$ cat config.mk
export PLATFORM = sky130hd
export DESIGN_NAME = dma_chan_ctrl
export DESIGN_NICKNAME = d
export VERILOG_FILES = /design/src/rtl/dma_chan_ctrl.sv
export SDC_FILE = /design/constraint.sdc
export NUM_CORES = 1
export LEC_CHECK = 0
export ABC_AREA = 1
export BUFFER_PORTS_ARGS = -buffer_cell sky130_fd_sc_hd__buf_2
export CAP_MARGIN = 40
export CORE_MARGIN = 2
export CORE_UTILIZATION = 42
export CTS_CLUSTER_SIZE = 40
export DETAILED_ROUTE_END_ITERATION = 16
export PLACE_DENSITY = 0.76
export SLEW_MARGIN = 20
export SYNTH_ARGS = -nofsm -noshare
export SYNTH_HDL_FRONTEND = slang
export SYNTH_SLANG_ARGS = --single-unit
$ cat constraint.sdc
create_clock -name clk -period 1.5 [get_ports clk]
set_clock_uncertainty 0.05 [all_clocks]
set_input_delay 0.15 -clock clk [delete_from_list [all_inputs] [get_ports clk]]
set_output_delay 0.15 -clock clk [all_outputs]
set_load 0.01 [all_outputs]
$ cat src/rtl/dma_chan_ctrl.sv
module dma_chan_ctrl #(
  parameter int SYNC_STAGES = 2,
  parameter int CODE_W      = 3
) (
  input  logic              clk,
  input  logic              rst_n,
  input  logic              wr_en,
  input  logic [2:0]        wr_sel,
  input  logic [7:0]        wr_data,
  input  logic              tc_zero,
  input  logic              eng_err,
  input  logic              pcl,
  output logic [7:0]        rd_ctrl,
  output logic [7:0]        rd_status,
  output logic [CODE_W-1:0] err_code,
  output logic              run,
  output logic              reload,
  output logic              irq
);

  localparam logic [2:0] SEL_CTRL = 3'd0;
  localparam logic [2:0] SEL_STAT = 3'd1;
  localparam logic [2:0] SEL_DEV  = 3'd2;
  localparam logic [2:0] SEL_OP   = 3'd3;
  localparam logic [2:0] SEL_SEQ  = 3'd4;

  localparam logic [2:0] FN_SINT   = 3'b001;
  localparam logic [2:0] FN_ABORT  = 3'b011;
  localparam logic [2:0] FN_RELOAD = 3'b100;

  localparam logic [CODE_W-1:0] E_NONE = CODE_W'(0);
  localparam logic [CODE_W-1:0] E_TIM  = CODE_W'(1);
  localparam logic [CODE_W-1:0] E_CFG  = CODE_W'(2);
  localparam logic [CODE_W-1:0] E_BUS  = CODE_W'(3);
  localparam logic [CODE_W-1:0] E_SW   = CODE_W'(4);
  localparam logic [CODE_W-1:0] E_EXT  = CODE_W'(5);

  logic str_q, cnt_q, hlt_q, sab_q, ie_q;
  logic act_q, coc_q, btc_q, err_q, pct_q;
  logic [CODE_W-1:0] code_q, str_code_q, fcode, start_code;
  logic [2:0] pcl_fn_q;
  logic [1:0] chain_q;
  logic [SYNC_STAGES-1:0] sync_q;
  logic pcl_d, pcl_s, pcl_fall;
  logic wr_ctrl, wr_stat, wr_cfg, busy, fault, tc_hit, start_req;

  assign pcl_s    = sync_q[SYNC_STAGES-1];
  assign pcl_fall = pcl_d & ~pcl_s;

  assign wr_ctrl = wr_en && (wr_sel == SEL_CTRL);
  assign wr_stat = wr_en && (wr_sel == SEL_STAT);
  assign wr_cfg  = wr_en && (wr_sel == SEL_DEV || wr_sel == SEL_OP || wr_sel == SEL_SEQ);
  assign busy    = act_q | str_q;
  assign run     = act_q & ~hlt_q;

  always_comb begin
    fault = 1'b1;
    fcode = E_NONE;
    if (wr_cfg && busy)                                 fcode = E_TIM;
    else if (wr_ctrl && wr_data[4] && busy)             fcode = E_SW;
    else if (run && eng_err)                            fcode = E_BUS;
    else if (pcl_fall && pcl_fn_q == FN_ABORT && busy)  fcode = E_EXT;
    else if (str_q && str_code_q != E_NONE)             fcode = str_code_q;
    else                                                fault = 1'b0;
  end

  assign start_code = (cnt_q || busy) ? E_TIM :
                      (chain_q != 2'b00) ? E_CFG : E_NONE;
  assign start_req  = wr_ctrl && wr_data[7] && !fault;
  assign tc_hit     = run && tc_zero && !fault;

  assign reload = (tc_hit && cnt_q) ||
                  (pcl_fall && pcl_fn_q == FN_RELOAD && act_q && !fault);

  assign irq = ie_q & (coc_q | btc_q | (pct_q & (pcl_fn_q == FN_SINT)));

  assign rd_ctrl   = {1'b0, cnt_q, hlt_q, sab_q, ie_q, 3'b000};
  assign rd_status = {coc_q, btc_q, err_q, pct_q, act_q, 1'b0, pcl_s, 1'b0};
  assign err_code  = code_q;

  always_ff @(posedge clk or negedge rst_n) begin
    if (!rst_n) begin
      str_q <= 1'b0; cnt_q <= 1'b0; hlt_q <= 1'b0; sab_q <= 1'b0; ie_q <= 1'b0;
      act_q <= 1'b0; coc_q <= 1'b0; btc_q <= 1'b0; err_q <= 1'b0; pct_q <= 1'b0;
      code_q     <= E_NONE;
      str_code_q <= E_NONE;
      pcl_fn_q   <= 3'b000;
      chain_q    <= 2'b00;
      sync_q     <= '1;
      pcl_d      <= 1'b1;
    end else begin
      sync_q <= {sync_q[SYNC_STAGES-2:0], pcl};
      pcl_d  <= pcl_s;

      if (wr_cfg && !busy) begin
        if (wr_sel == SEL_DEV) pcl_fn_q <= wr_data[2:0];
        if (wr_sel == SEL_OP)  chain_q  <= wr_data[3:2];
      end

      if (wr_ctrl) begin
        hlt_q <= wr_data[5];
        sab_q <= wr_data[4];
        ie_q  <= wr_data[3];
        if (wr_data[6]) cnt_q <= 1'b1;
      end

      if (wr_stat) begin
        if (wr_data[7]) coc_q <= 1'b0;
        if (wr_data[6]) btc_q <= 1'b0;
        if (wr_data[5]) begin
          err_q  <= 1'b0;
          code_q <= E_NONE;
        end
        if (wr_data[4]) pct_q <= 1'b0;
      end

      if (pcl_fall) pct_q <= 1'b1;

      if (fault) begin
        act_q  <= 1'b0;
        str_q  <= 1'b0;
        cnt_q  <= 1'b0;
        coc_q  <= 1'b1;
        err_q  <= 1'b1;
        code_q <= fcode;
      end else begin
        if (str_q) begin
          str_q <= 1'b0;
          act_q <= 1'b1;
        end
        if (start_req) begin
          str_q      <= 1'b1;
          str_code_q <= start_code;
        end
        if (tc_hit) begin
          if (cnt_q) begin
            btc_q <= 1'b1;
            cnt_q <= 1'b0;
          end else begin
            coc_q <= 1'b1;
            act_q <= 1'b0;
          end
        end
      end
    end
  end

endmodule

# Yosys cells after proc, flatten, opt, wreduce, memory -nomap -nowiden
# Cells that the tools add are included.
# Widths: inputs -> output; s select.
# classes
shifts,0
add_sub_neg,0
n_mux,42
n_reduce_logical,37
magnitude_cmp,0
div_mod_pow,0
bitwise_logic,10
mul,0
n_eq_ne,7
# ops
cell,count
$mux 1,32
$mux 3,8
$logic_and 1x1->1,19
$reduce_and 2->1,5
$reduce_bool 2->1,5
$eq 3x2->1 const B,3
$eq 3x1->1 const B,2
$eq 3x3->1 const B,2
$and 1x1->1,4
$logic_or 1x1->1,4
$mux 2,2
$logic_not 3->1,1
$not 1->1,3
$or 1x1->1,3
$reduce_bool 3->1,1
$logic_not 1->1,2
# word_totals
ram_bits,0
regBits,24
input_bits,17
latchBits,0
romBits,0
output_inout_bits,22
mem_count,0
elab_cells,112

# Longest topological paths before layout
# Gate-level depths: netlist (run 1).
# logic_depth
depth_word,12
depth_mapped,9
ltp_nobuf,9

# Least setup slack after synthesis (run 1)
# Ideal clock, no wire load.
# synth_path
kind,register -> output
startpoint,register sync_q[1]
endpoint,output reload
path_stages_with_launch,10
n_path_buf,1
required_time_ps,1300
path_slack_ps,55
arrival_ps,1245
cell_sequence,dfstp_2 > inv_1 > nand2_1 > nor2_1 > nand2_4 > nand3_2 > nor2_4 > buf_6 > nand4_1 > nand2_1
# synth_via
elab_chain_cells,12
word_cells_on_any_way,15
classes_between,mux: 4; bitwise: 2; reduce/logical: 9
# synth_rtl
element,line_no,text
start: declaration,43,logic [SYNC_STAGES-1:0] sync_q;
start signal: assignment,92,"sync_q <= {sync_q[SYNC_STAGES-2:0], pcl};"
$not 1->1 *,48,assign pcl_fall = pcl_d & ~pcl_s;
$and 1x1->1 *,48,
$logic_and 1x1->1 (2 in a row),62,else if (pcl_fall && pcl_fn_q == FN_ABORT && busy) fcode = E_EXT;
$mux 1,62,
$mux 1,61,else if (run && eng_err) fcode = E_BUS;
$mux 1,60,else if (wr_ctrl && wr_data[4] && busy) fcode = E_SW;
$mux 1,59,if (wr_cfg && busy) fcode = E_TIM;
$logic_not 1->1,"70, 73",
$logic_and 1x1->1,70,assign tc_hit = run && tc_zero && !fault;
$logic_and 1x1->1,72,assign reload = (tc_hit && cnt_q) ||
$logic_or 1x1->1 *,72,
end: declaration,17,"output logic reload,"
# Every way passes the cells marked *; elsewhere a longest branch is shown, timed or not.

# Worst setup path in the final report (run 1)
# layout_path
startpoint,register act_q
endpoint,output reload
# layout_via
elab_chain_cells,10
word_cells_on_any_way,17
classes_between,mux: 4; bitwise: 2; reduce/logical: 11
# layout_rtl
element,line_no,text
start: declaration,39,"logic act_q, coc_q, btc_q, err_q, pct_q;"
start signal: assignment,84,act_q <= 1'b0; coc_q <= 1'b0; btc_q <= 1'b0; err_q <= 1'b0; pct_q <= 1'b0;
start signal: assignment,120,act_q <= 1'b0;
start signal: assignment,129,act_q <= 1'b1;
$or 1x1->1,53,assign busy = act_q | str_q;
$logic_and 1x1->1,62,
$mux 1,62,
$mux 1,61,
$mux 1,60,
$mux 1,59,
$logic_not 1->1,"70, 73",
$logic_and 1x1->1,70,
$logic_and 1x1->1,72,
$logic_or 1x1->1 *,72,
# Marked as above.

==> results.json, run 1 <==
{
  "hold_violations": 0,
  "place_congestion": 0.881,
  "min_path_cells": 3,
  "wire_per_inst_um": 13.3,
  "fin_crit_ns": 1.86,
  "numCtsBuffers": 3,
  "synthTopCellsByArea": "dfrtp_1 (40%), buf_4 (10%), nand2_1 (9.8%)",
  "clock_latency_ns": 0.32,
  "n_antenna_cell": 0,
  "power.leakage_uw": 0.000893,
  "rsz0062_at_grt": "true",
  "path_clk_slew_ns": 0.13,
  "die_h_um": 58.8,
  "worstHoldStart": "wr_data[5]",
  "layout_setup_ws_ns": -0.363,
  "fin_cells": 223,
  "vias": 1131,
  "fp.dieW_um": 58.8,
  "grt_max_degree": 24,
  "holdPathEnd": "hlt_q$_DFFE_PN0N_",
  "ir_drop_uv": 784,
  "routed_wirelength_um": 2970,
  "fmax_ghz": 0.537,
  "critical_path_class": "register to output port",
  "yosys_warnings": 0,
  "dr.pass1.iters": 10,
  "worstSetupStartpointType": "register",
  "syn_inst": 148,
  "clock-sinks": 23,
  "nets": 210,
  "totalNegativeSetupSlack_ns": -1.31,
  "post-synth-top-area-fraction_pct": 39.7,
  "drc_errors": 4,
  "die_area_mm2": 0.00346,
  "r2r_setup_slack_ns": -0.13,
  "placementRows": 19,
  "grt_pass1_wl_um": 4820,
  "worst_pin_slew_ns": 0.516,
  "placed_cells": 206,
  "endpoint_kind": "output port",
  "vias_per_cell": 5.07,
  "ys_seq_area_share_pct": 45.9,
  "fillers": 258,
  "antenna_left": 0,
  "antenna_found_initial": 0,
  "drt_iter0_markers": 54,
  "cts_max_level": 1,
  "fin_crit_sh_pct": 124,
  "ys_ff_latch": 23,
  "timing.rr.end": "cnt_q$_DFF_PN0_",
  "avgSynthCellArea_um2": 8.52,
  "cp.required_ns": 1.30,
  "final_cell_mix": "buf_2 (32), nand2_1 (31), dfrtp_1 (19), buf_4 (17), inv_1 (15)",
  "maxSlewHeadroom_pct": 65.6,
  "cts_root_buffer": "clkbuf_4",
  "drv_cap": 0,
  "portBuffers": 32,
  "ios": 39,
  "cp_max_fo": 8,
  "critPathArrivalTime_ns": 1.66,
  "regArea_um2": 581,
  "synth_cell_types": 24,
  "worstReg2RegStart": "act_q$_DFF_PN0_",
  "p_per_area_mw_per_mm2": 1330,
  "synth_top_area_cell": "dfrtp_1",
  "start_util_pct": 45.0,
  "slew_viol_final": 0,
  "multiInputGateArea_um2": 532,
  "finalSetupViolations": 13,
  "clk_path_buf_depth": 2,
  "core_area_mm2": 0.00281,
  "whs_ns": 0.0372,
  "status": "complete, but fails checks",
  "violations": "design-rule violations, negative setup slack",
  "dpl.hpwl_um": 2080,
  "areaGrowthSynthToFinish_pct": 25.7,
  "netlist_area_mm2": 0.00126,
  "mostFrequentLayoutCell": "buf_2",
  "grt.total_usage_pct": 18.5,
  "drive_gt1_share_pct": 43.2,
  "grt_pass1_vias": 1112,
  "dp_slack_ns": -0.0120,
  "grt_overflow": 0,
  "min_path_type": "input port to register",
  "cts_tree": "done",
  "r2r_cells": 10
}
layer usage:
metal	vias up	GRT usage [%]	wire [um]
met5	-	0	0
met4	0	5.52	36
met3	4	5.71	259
met2	57	30.2	1410
met1	523	23.6	1260
li1	547	-	-
worst max path at each step:
stage                         to  slack [ns]                 from  cells past startpoint
after floorplan           reload        0.05  sync_q[1]$_DFF_PN1_                      9
after global placement    reload        0.03  sync_q[1]$_DFF_PN1_                      9
after detailed placement  reload       -0.01  sync_q[1]$_DFF_PN1_                      9
after CTS                 reload       -0.31  sync_q[1]$_DFF_PN1_                      9
after global routing      reload       -0.44  sync_q[1]$_DFF_PN1_                      9
final                     reload       -0.36      act_q$_DFF_PN0_                      6
cell families after synthesis:
kind of cell	count (synthesis)	share of synthesized area, %
AOI/OAI and AO/OA	18	8.53
other	1	0.297
DFF	23	45.9
muxes	1	1.19
and+or+nand+nor	66	26.8
buffers and inverters	39	17.3
where the power goes:
group / leakage, uW / internal, uW / total (uW) / switching (uW)
Clock: 0.0000150 / 104 / 290 / 185
Sequential: 0.000275 / 806 / 954 / 148
Combinational: 0.000602 / 392 / 864 / 472
worst max-delay path: stages (launching register included):
cell and delay (ns):
dfrtp_2 0.47, nor2_4 0.15, inv_2 0.08, nand3_1 0.23, nand4_1 0.18, nand2_1 0.10, buf_2 0.13
synthesized netlist by cell type (all sizes together):
master	instances
dfrtp	20
a21oi	2
nor4	1
nand4	8
dfstp	3
o2111ai	3
conb	1
mux2	1
o31a	1
buf	18
nor2	12
a21boi	1
inv	21
nand2	37
nand3	8
o21ai	11
sequential cells by signal (all words and copies together) (netlist names), 2 cells and up:
register	flops
pcl_fn_q	3
err_code	3
str_code_q	2
chain_q	2
sync_q	2
area by class of cell:
class / instances / share of cell area [%]
sequential: 23 / 36.6
multi-input combinational: 91 / 33.5
timing repair buffer: 53 / 20.8
inverter: 21 / 4.97
tap: 31 / 2.45
clock buffer: 4 / 1.66
through the flow:
stage                     instance area, um2  util [%]  total power [uW]
after floorplan                         1280         -              1470
after global placement                  1400      49.9              1610
after detailed placement                1400      49.9              1650
final                                   1590      56.5              2110
after global routing                    1590      56.5              2260
after CTS                               1540      54.9              2000
timing repair:
action                     4_1_cts  5_1_grt
setup buffers                    7        6
setup endpoints to repair        1       13
pin swaps                        4        2
resized for setup                8       10
hold endpoints to repair        22        0
hold buffers                     3        0
No activity file was read; power rests on OpenSTA's default activity.
==> inputs of run 2 (changes only) <==
--- a/config.mk
+++ b/config.mk
@@ -12,6 +12,8 @@
 export CORE_UTILIZATION = 42
 export CTS_CLUSTER_SIZE = 40
 export DETAILED_ROUTE_END_ITERATION = 16
+export GPL_TIMING_DRIVEN = 0
+export MAX_ROUTING_LAYER = met4
 export PLACE_DENSITY = 0.76
 export SLEW_MARGIN = 20
 export SYNTH_ARGS = -nofsm -noshare
==> run 2 against run 1 <==
The flow still finishes with violations (design-rule violations, negative setup slack). Worst setup slack got worse by 0.0039 ns. Sequential power fell by 1%. Die area did not move. Design area rose by 7.0%. Count of clock-buffer cells in the layout did not move. Global-route usage fell by 1.5 points. Critical path depth rose by 3. Power rose by 4.4%. Wire length fell by 8.1%. First-iteration DRC count fell by 44%. Largest power group is now combinational cells.
==> results.json, run 2 (synthesis gave the netlist of run 1 again) <==
{
  "dpl.hpwl_um": 1960,
  "place_congestion": 0.878,
  "n_antenna_cell": 0,
  "fillers": 245,
  "power_switching_uw": 803,
  "mostFrequentLayoutCell": "buf_2",
  "worstReg2RegStart": "pcl_d$_DFF_PN1_",
  "clockPowerShare_pct": 13.0,
  "cts_tree": "done",
  "nets": 223,
  "layout_setup_ws_ns": -0.367,
  "multiInputGateArea_um2": 534,
  "grt_pass1_wl_um": 4330,
  "dpl_cell_area_mm2": 0.00148,
  "areaGrowthSynthToFinish_pct": 34.5,
  "cp-startpoint": "str_q$_DFF_PN0_",
  "numCtsBuffers": 3,
  "slew_viol_final": 0,
  "r2r_cells": 11,
  "intPower_uw": 1400,
  "cts_max_level": 1,
  "critPathArrivalTime_ns": 1.67,
  "routed_wirelength_um": 2730,
  "fin_cells": 236,
  "regArea_um2": 581,
  "grt_pass1_vias": 1026,
  "clock_latency_ns": 0.31,
  "cp_max_fo": 3,
  "grt_overflow": 0,
  "fmax_ghz": 0.536,
  "drive_gt1_share_pct": 47.3,
  "critical_path_class": "register to output port",
  "die_h_um": 58.8,
  "fp.dieW_um": 58.8,
  "drc_errors": 4,
  "clock-sinks": 23,
  "fin_crit_ns": 1.87,
  "switching_share_pct": 36.5,
  "vias": 1130,
  "hold_violations": 0,
  "power.leakage_uw": 0.000959,
  "placementRows": 19,
  "status": "complete, but fails checks",
  "crit_end": "reload",
  "dr.pass1.iters": 11,
  "timing.rr.end": "str_code_q[1]$_DFFE_PN0P_",
  "final_cell_mix": "buf_2 (32), nand2_1 (31), buf_4 (27), dfrtp_1 (19), inv_1 (15)",
  "worstSetupStartpointType": "register",
  "r2r_setup_slack_ns": -0.19,
  "min_path_type": "input port to register",
  "start_util_pct": 45.0,
  "die_area_mm2": 0.00346,
  "ir_drop_uv": 1020,
  "grt.total_usage_pct": 17.0,
  "core_area_mm2": 0.00281,
  "drt_iter0_markers": 30,
  "drv_cap": 0,
  "ios": 39,
  "design_area_mm2": 0.00170,
  "violations": "design-rule violations, negative setup slack",
  "vias_per_cell": 4.79,
  "power_frac_comb_pct": 44.1,
  "wire_per_inst_um": 11.5,
  "antenna_left": 0,
  "endpoint_kind": "output port",
  "dp_slack_ns": -0.133,
  "portBuffers": 32,
  "cp.required_ns": 1.30,
  "path_clk_slew_ns": 0.12,
  "p_per_area_mw_per_mm2": 1300,
  "rsz0062_at_grt": "true",
  "clk_path_buf_depth": 2,
  "grt_max_degree": 24,
  "placed_cells": 216,
  "finalSetupViolations": 10,
  "fin_crit_sh_pct": 124,
  "sequentialPowerShare_pct": 42.9,
  "antenna_found_initial": 0,
  "cts_root_buffer": "clkbuf_4"
}
-- run 2: changes by cell type in the layout (fill, tap and decap cells not counted), sizes merged --
cell  delta
buf     +13
-- run 2: how the worst min path moves through the flow --
stage	from	endpoint	slack, ns	cells after the start
2_1_floorplan	rst_n	act_q$_DFF_PN0_	-0.20	0
6_report	wr_data[5]	hlt_q$_DFFE_PN0N_	0.04	3
5_1_grt	wr_data[5]	hlt_q$_DFFE_PN0N_	0.03	3
3_3_place_gp	rst_n	chain_q[0]$_DFFE_PN0P_	0.09	1
3_5_place_dp	rst_n	chain_q[1]$_DFFE_PN0P_	0.09	1
4_1_cts	wr_data[0]	pcl_fn_q[0]$_DFFE_PN0P_	0.01	2
-- run 2: power groups by stage --
stage	Combinational (uW)	Clock, uW	Sequential [uW]
3_3_place_gp	763	0	947
6_report	971	286	944
3_5_place_dp	781	0	950
4_1_cts	883	299	933
2_1_floorplan	536	0	938
5_1_grt	1080	331	965
-- run 2: critical path: stages, from the launching register on --
cell,delay [ns]
dfrtp_2,0.44
nor2_4,0.17
inv_2,0.08
nand3_2,0.10
inv_2,0.05
nor2_4,0.13
buf_6,0.11
nand4_1,0.06
nand2_1,0.07
buf_2,0.13
-- run 2: timing repair --
item | in CTS | in global routing
endpoints found under the hold margin | 21 | 1
cloned | 1 | 0
pin swaps | 7 | 7
setup endpoints to repair | 4 | 11
setup buffers | 7 | 5
hold buffers | 2 | 1
resized for setup | 8 | 10
-- run 2: cell type report --
type                       count  area share (%)
inverter                      21            4.65
sequential                    23            34.2
clock buffer                   4            1.55
buffer                        18            8.19
timing repair buffer          48            17.6
tap                           31            2.29
multi-input combinational     91            31.5
-- run 2: stage by stage --
stage | power (uW) | TNS (ns) | util (%) | hold WS [ns]
after CTS | 2110 | -1.11 | 57.5 | 0.0103
after global routing | 2370 | -2.46 | 60.5 | 0.0335
after detailed placement | 1730 | -0.133 | 52.7 | 0.0925
final | 2200 | -1.72 | 60.5 | 0.0413
after global placement | 1710 | -0.134 | 52.7 | 0.0905
after floorplan | 1470 | 0 | - | -0.196
-- run 2: metal layers --
metal / track usage, % / wire [um]
met1: 22.6 / 1280
met2: 25.9 / 1220
met3: 5.05 / 185
met4: 3.57 / 34
met5: - / 0
